==> src/rtl/intcPkg.sv <==
package intcPkg;
  localparam int NSRC   = 32;
  localparam int IDX_W  = $clog2(NSRC);
  localparam int PRIO_W = 5;

  localparam logic [7:0] OFS_PEND   = 8'h00;
  localparam logic [7:0] OFS_MASK   = 8'h04;
  localparam logic [7:0] OFS_IRQIDX = 8'h08;
  localparam logic [7:0] OFS_FIQIDX = 8'h0C;
  localparam logic [7:0] OFS_CTRL   = 8'h10;
  localparam logic [7:0] OFS_LVL    = 8'h80;

  typedef enum logic [2:0] {
    RD_NONE, RD_PEND, RD_MASK, RD_IRQIDX, RD_FIQIDX, RD_LVL
  } rdSel_e;

  typedef struct packed {
    logic             wrPend;
    logic             wrMask;
    logic             wrLvl;
    logic             ackIrq;
    logic             ackFiq;
    logic [IDX_W-1:0] lvlIdx;
    rdSel_e           rdSel;
  } strobe_t;
endpackage

==> src/rtl/intcArbiter.sv <==
module intcArbiter #(
  parameter int NUM    = 32,
  parameter int PRIO_W = 5
) (
  input  logic [NUM-1:0]        cand,
  input  logic [NUM*PRIO_W-1:0] prioFlat,
  output logic                  found,
  output logic [$clog2(NUM)-1:0] winIdx
);
  localparam int IDX_W = $clog2(NUM);

  logic [PRIO_W-1:0] best;

  // Linear scan: strict less-than keeps the lower index on a tie.
  always_comb begin
    found  = 1'b0;
    winIdx = '0;
    best   = '1;
    for (int i = 0; i < NUM; i++) begin
      if (cand[i] && (!found || (prioFlat[i*PRIO_W +: PRIO_W] < best))) begin
        found  = 1'b1;
        winIdx = IDX_W'(i);
        best   = prioFlat[i*PRIO_W +: PRIO_W];
      end
    end
  end
endmodule

==> src/rtl/intcCtrl.sv <==
module intcCtrl import intcPkg::*; #(
  parameter int ADDR_W = 8
) (
  input  logic [ADDR_W-1:0] busAddr,
  input  logic              busWrEn,
  input  logic [1:0]        ackBits,
  output strobe_t           strobe
);
  localparam int LVL_BASE = int'(OFS_LVL);
  localparam int LVL_END  = LVL_BASE + 4 * NSRC;

  logic [ADDR_W-1:0] wordAddr;
  logic [ADDR_W-1:0] lvlDiff;
  logic              inLvl;

  assign wordAddr = busAddr & ~ADDR_W'(3);
  assign lvlDiff  = wordAddr - ADDR_W'(LVL_BASE);
  assign inLvl    = (int'(wordAddr) >= LVL_BASE) && (int'(wordAddr) < LVL_END);

  always_comb begin
    strobe        = '0;
    strobe.rdSel  = RD_NONE;
    strobe.lvlIdx = lvlDiff[2 +: IDX_W];
    if (inLvl) begin
      strobe.rdSel = RD_LVL;
      strobe.wrLvl = busWrEn;
    end else begin
      case (wordAddr)
        ADDR_W'(OFS_PEND): begin
          strobe.rdSel  = RD_PEND;
          strobe.wrPend = busWrEn;
        end
        ADDR_W'(OFS_MASK): begin
          strobe.rdSel  = RD_MASK;
          strobe.wrMask = busWrEn;
        end
        ADDR_W'(OFS_IRQIDX): strobe.rdSel = RD_IRQIDX;
        ADDR_W'(OFS_FIQIDX): strobe.rdSel = RD_FIQIDX;
        ADDR_W'(OFS_CTRL): begin
          strobe.ackIrq = busWrEn && ackBits[0];
          strobe.ackFiq = busWrEn && ackBits[1];
        end
        default: strobe.rdSel = RD_NONE;
      endcase
    end
  end
endmodule

==> src/rtl/intcDatapath.sv <==
module intcDatapath import intcPkg::*; #(
  parameter bit FIRST_LEVEL = 1'b1,
  parameter int DATA_W      = 32
) (
  input  logic             clk,
  input  logic             rstN,
  input  logic [NSRC-1:0]  srcIn,
  input  strobe_t          strobe,
  input  logic [DATA_W-1:0] busWdata,
  output logic [DATA_W-1:0] busRdata,
  output logic             irqOut,
  output logic             fiqOut,
  output logic [IDX_W-1:0] irqIdx,
  output logic [IDX_W-1:0] fiqIdx
);
  localparam int NOUT = 2;  // 0: normal, 1: fast

  logic [NSRC-1:0]   maskQ, pendQ, srcPrevQ, trigQ, fiqRouteQ;
  logic [PRIO_W-1:0] prioQ [NSRC];
  logic [NSRC*PRIO_W-1:0] prioFlat;
  logic [NSRC-1:0]   rise, edgeKeep, pendNext;
  logic [NSRC-1:0]   cand   [NOUT];
  logic [NOUT-1:0]   found, holdVec, ackVec;
  logic [IDX_W-1:0]  winIdx [NOUT];
  logic [IDX_W-1:0]  idxVec [NOUT];

  // Configuration registers; the fast-route bit only exists in a first-level bank.
  always_ff @(posedge clk or negedge rstN) begin
    if (!rstN) begin
      trigQ     <= '0;
      fiqRouteQ <= '0;
      for (int i = 0; i < NSRC; i++) prioQ[i] <= '0;
    end else if (strobe.wrLvl) begin
      trigQ[strobe.lvlIdx]     <= busWdata[1];
      fiqRouteQ[strobe.lvlIdx] <= busWdata[0] & FIRST_LEVEL;
      prioQ[strobe.lvlIdx]     <= busWdata[2 +: PRIO_W];
    end
  end

  always_comb begin
    for (int i = 0; i < NSRC; i++) prioFlat[i*PRIO_W +: PRIO_W] = prioQ[i];
  end

  always_ff @(posedge clk or negedge rstN) begin
    if (!rstN)              maskQ <= '1;
    else if (strobe.wrMask) maskQ <= busWdata[NSRC-1:0];
  end

  // Pending: level sources track the input, edge sources are sticky.
  assign ackVec = {strobe.ackFiq, strobe.ackIrq};
  always_comb begin
    rise     = srcIn & ~srcPrevQ;
    edgeKeep = pendQ;
    if (strobe.wrPend) edgeKeep = edgeKeep & busWdata[NSRC-1:0];
    for (int o = 0; o < NOUT; o++) begin
      if (ackVec[o] && holdVec[o]) edgeKeep[idxVec[o]] = 1'b0;
    end
    for (int i = 0; i < NSRC; i++) begin
      pendNext[i] = trigQ[i] ? srcIn[i] : (edgeKeep[i] | rise[i]);
    end
  end

  always_ff @(posedge clk or negedge rstN) begin
    if (!rstN) begin
      pendQ    <= '0;
      srcPrevQ <= '0;
    end else begin
      pendQ    <= pendNext;
      srcPrevQ <= srcIn;
    end
  end

  assign cand[0] = pendQ & ~maskQ & ~fiqRouteQ;
  assign cand[1] = pendQ & ~maskQ & fiqRouteQ;

  // One arbiter and one hold stage per output.
  for (genvar o = 0; o < NOUT; o++) begin : g_out
    logic             holdQ;
    logic [IDX_W-1:0] idxQ;

    intcArbiter #(.NUM(NSRC), .PRIO_W(PRIO_W)) u_arb (
      .cand    (cand[o]),
      .prioFlat(prioFlat),
      .found   (found[o]),
      .winIdx  (winIdx[o])
    );

    always_ff @(posedge clk or negedge rstN) begin
      if (!rstN) begin
        holdQ <= 1'b0;
        idxQ  <= '0;
      end else if (holdQ) begin
        if (ackVec[o]) begin
          holdQ <= 1'b0;
          idxQ  <= '0;
        end
      end else if (found[o]) begin
        holdQ <= 1'b1;
        idxQ  <= winIdx[o];
      end
    end

    assign holdVec[o] = holdQ;
    assign idxVec[o]  = idxQ;
  end

  assign irqOut = holdVec[0];
  assign fiqOut = holdVec[1];
  assign irqIdx = idxVec[0];
  assign fiqIdx = idxVec[1];

  always_comb begin
    case (strobe.rdSel)
      RD_PEND:   busRdata = DATA_W'(pendQ);
      RD_MASK:   busRdata = DATA_W'(maskQ);
      RD_IRQIDX: busRdata = DATA_W'(idxVec[0]);
      RD_FIQIDX: busRdata = DATA_W'(idxVec[1]);
      RD_LVL:    busRdata = DATA_W'({prioQ[strobe.lvlIdx], trigQ[strobe.lvlIdx],
                                     fiqRouteQ[strobe.lvlIdx]});
      default:   busRdata = '0;
    endcase
  end
endmodule

==> src/rtl/intcBank.sv <==
module intcBank import intcPkg::*; #(
  parameter bit FIRST_LEVEL = 1'b1,
  parameter int ADDR_W      = 8,
  parameter int DATA_W      = 32
) (
  input  logic              clk,
  input  logic              rstN,
  input  logic [NSRC-1:0]   srcIn,
  input  logic [ADDR_W-1:0] busAddr,
  input  logic              busWrEn,
  input  logic [DATA_W-1:0] busWdata,
  output logic [DATA_W-1:0] busRdata,
  output logic              irqOut,
  output logic              fiqOut
);
  strobe_t          strobe;
  logic [IDX_W-1:0] irqIdx, fiqIdx;

  intcCtrl #(.ADDR_W(ADDR_W)) u_ctrl (
    .busAddr(busAddr),
    .busWrEn(busWrEn),
    .ackBits(busWdata[1:0]),
    .strobe (strobe)
  );

  intcDatapath #(.FIRST_LEVEL(FIRST_LEVEL), .DATA_W(DATA_W)) u_dp (
    .clk     (clk),
    .rstN    (rstN),
    .srcIn   (srcIn),
    .strobe  (strobe),
    .busWdata(busWdata),
    .busRdata(busRdata),
    .irqOut  (irqOut),
    .fiqOut  (fiqOut),
    .irqIdx  (irqIdx),
    .fiqIdx  (fiqIdx)
  );
endmodule

==> config.mk <==
export PLATFORM = sky130hd
export DESIGN_NAME = intcBank
export DESIGN_NICKNAME = d
export VERILOG_FILES = /design/src/rtl/intcPkg.sv /design/src/rtl/intcArbiter.sv /design/src/rtl/intcCtrl.sv /design/src/rtl/intcDatapath.sv /design/src/rtl/intcBank.sv
export SDC_FILE = /design/constraint.sdc
export NUM_CORES = 1
export LEC_CHECK = 0
export BUFFER_PORTS_ARGS = -buffer_cell sky130_fd_sc_hd__buf_2
export CAP_MARGIN = 0
export CORE_ASPECT_RATIO = 1.25
export CORE_UTILIZATION = 51
export DETAILED_ROUTE_END_ITERATION = 7
export PLACE_DENSITY = 0.68
export SKIP_LAST_GASP = 1
export SLEW_MARGIN = 20
export SYNTH_ARGS = -nofsm -noshare
export SYNTH_HDL_FRONTEND = slang
export SYNTH_SLANG_ARGS = --single-unit
==> constraint.sdc <==
create_clock -name clk -period 133.3 [get_ports clk]
set_input_delay 39.99 -clock clk [delete_from_list [all_inputs] [get_ports clk]]
set_output_delay 39.99 -clock clk [all_outputs]
set_load 0.02 [all_outputs]
==> reports/results.ini <==
[status]
outcome = finished, final reports clean

[yosys]
synth_ff_type = dfrtp_1
seq_area_frac_synth = 0.2646
syn_area_sq_um = 31550
synth.top_cells.by_area = dfrtp_1 24%, mux2_2 8.0%, ha_1 5.2%, mux4_2 5.2%, o21ai_0 4.7%
synth_top_area_cell = dfrtp_1
synth_cells = 3643
synth_cell_types = 137
synthArstFlopShare = 1.000
synth_edf_count = 0
synth_common_cells = 373 x nand2_1, 300 x dfrtp_1, 294 x o21ai_0
yosys_warnings = 0
synth_seq_cells = 332
synth_top_area_frac = 0.2379
synth_nets = 3850
synthMostInstantiatedCell = nand2_1
syn_area_per_cell_sq_um = 8.661

[floorplan]
num_io_pins = 109
die_area_sq_um = 62870
core_area_sq_um = 60910
die_x_microns = 224.5
rows = 101
initial_core_util = 0.5180
die_h_microns = 280.1

[detailed_routing]
drt_iter0_drc = 2684
remaining_drc_errors = 0
detail_route.first_pass.iterations = 6
viasPerCell = 6.701
detail-route-antenna-nets = 0
wl_per_cell_microns = 24.59
num_vias = 30070
routed_wl_microns = 110300

[min_path]
hp-start = u_dp.trigQ[22]
hp-class = reg -> reg

[setup_path]
startpoint_type = input port
cp-end-kind = output port
r2r_slack_ns = 76.42
crit_arrival_ns = 43.16
critical_path.max_stage_delay_ns = 0.69
path_max_fanout = 41
cp_slowest_cell = buf_4
rr_startpoint = u_dp.pendQ[0]
required_ns = 93.31
cp-startpoint = busAddr[2]
path_class = in -> out
crit_chain = buf_4, buf_4, mux4_2, mux4_2, mux2_2, a222oi_1, inv_1, buf_2

[clocking]
h-tree-depth = 2
clk_transition_reported_paths_ns = 0.06
cts_setup_buffers = 0
clockBufferDepth = 3
holdBufCountCts = 0
cts_tree = built
clock_sinks = 332
cts_resized = 0
cts_buffers = 37
cts_root_buf = clkbuf_16
insertion_delay_ns = 0.59

[placement]
gp_congestion = 0.9806
placedCellCount = 4417
place_hpwl_microns = 83640
placed_cell_area_sq_um = 32370
port_buffers = 106

[job]
max_cap_viol_count = 0

[global_routing]
antenna_found_initial = 2
grt_start_max_net_pins = 155
grt_pass1_wl_microns = 169200
grtUsageTotal = 0.3476
overflow = 0
grt_pass1_vias = 28690

[sta]
setup_tns_ns = 0
finalHoldViolations = 0
worst_pin_slew_ns = 1.187
slew_viol_final = 0
skew_ns = 0.02374
slew_headroom = 0.2068
finalSetupViolations = 0
finalCritPeriodShare = 0.6238
fmax_mhz = 12.03
min_period_ns = 83.15
grt_setup_unrepaired = no

[cells_and_area]
fill_cells = 5793
nets = 3839
syn2layout_area_growth_pct = 6.515
final_cell_count_no_fill = 4487
design_area_sq_um = 33610
drive_gt1_frac = 0.1789

through the flow:
step           worst slack (ns)  utilization  hold WS [ns]
6_report                  50.15       0.5517        0.5181
4_1_cts                   50.11       0.5517        0.5162
2_1_floorplan             50.55            -        0.4638
3_3_place_gp              50.16       0.5314        0.5078
3_5_place_dp              50.11       0.5314        0.5048
5_1_grt                   49.97       0.5517        0.5701
cell type report:
type / instances / area (sq um) / share of cell area
Timing Repair Buffer: 121 / 670.6 / 0.01996
Tap cell: 824 / 1031 / 0.03068
Sequential cell: 332 / 8348 / 0.2484
Inverter: 261 / 979.7 / 0.02915
Clock inverter: 18 / 157.7 / 0.004691
Clock buffer: 50 / 1075 / 0.03198
Antenna cell: 2 / 5.005 / 0.0001489
Multi-Input combinational cell: 2879 / 21340 / 0.6350
final timing paths:
| path | cells after the start | end |
|---|---|---|
| setup / recovery | 8 | busRdata[5] |
| max in group asynchronous | 2 | u_dp.srcPrevQ[9] |
| setup reg to reg | 241 | u_dp.irqIdx[3] |
| min in group asynchronous | 1 | u_dp.prioFlat[134] |
| hold reg to reg | 1 | u_dp.pendQ[22] |
| hold / removal | 1 | u_dp.pendQ[22] |
cells in the final DEF, fill, tap and decap left out, types with 36 or more instances in the layout:
cell,n
nor2_1,246
a21o_1,50
nand3b_1,36
nand2b_1,51
and2_1,36
nand3_1,67
nor3_1,75
ha_1,132
o2111ai_1,37
o21ai_0,294
nor3b_1,36
a22o_1,36
inv_1,261
mux2i_1,85
a21oi_1,192
a211oi_1,51
mux4_2,73
clkbuf_16,37
nand2_1,371
mux2_2,224
buf_2,103
dfrtp_1,300
flip-flops by register name (all words and copies together) (netlist names):
register	flops
u_dp.prioFlat	160
u_dp.fiqRouteQ	32
u_dp.maskQ	32
u_dp.pendQ	32
u_dp.srcPrevQ	32
u_dp.trigQ	32
u_dp.fiqIdx	5
u_dp.irqIdx	5
u_dp.fiqOut	1
u_dp.irqOut	1
worst max-delay path, delay by kind of cell:
kind,cells,cell delay [ns]
buffers and inverters,4,1.45
muxes,3,1.40
AOI/OAI and AO/OA,1,0.27
routing by layer:
metal,vias up,GRT usage,part of all wire
li1,13720,-,-
met3,303,0.04199,0.064
met5,-,0,0
met2,1287,0.5914,0.48
met4,0,0.1863,0.060
met1,14760,0.4291,0.40
kinds of logic after synthesis:
logic type                 after synthesis  synth area share
xor gates and xnor gates                28          0.007773
muxes                                  399            0.1670
AOI/OAI and AO/OA                     1142            0.2557
adders and majority gates              158           0.06071
buffers and inverters                  432           0.06000
and+or+nand+nor                       1152            0.1842
DFF                                    332            0.2646
Power is not shown: default switching activity piles up to over one toggle a cycle in this logic, so the estimate is an artifact.
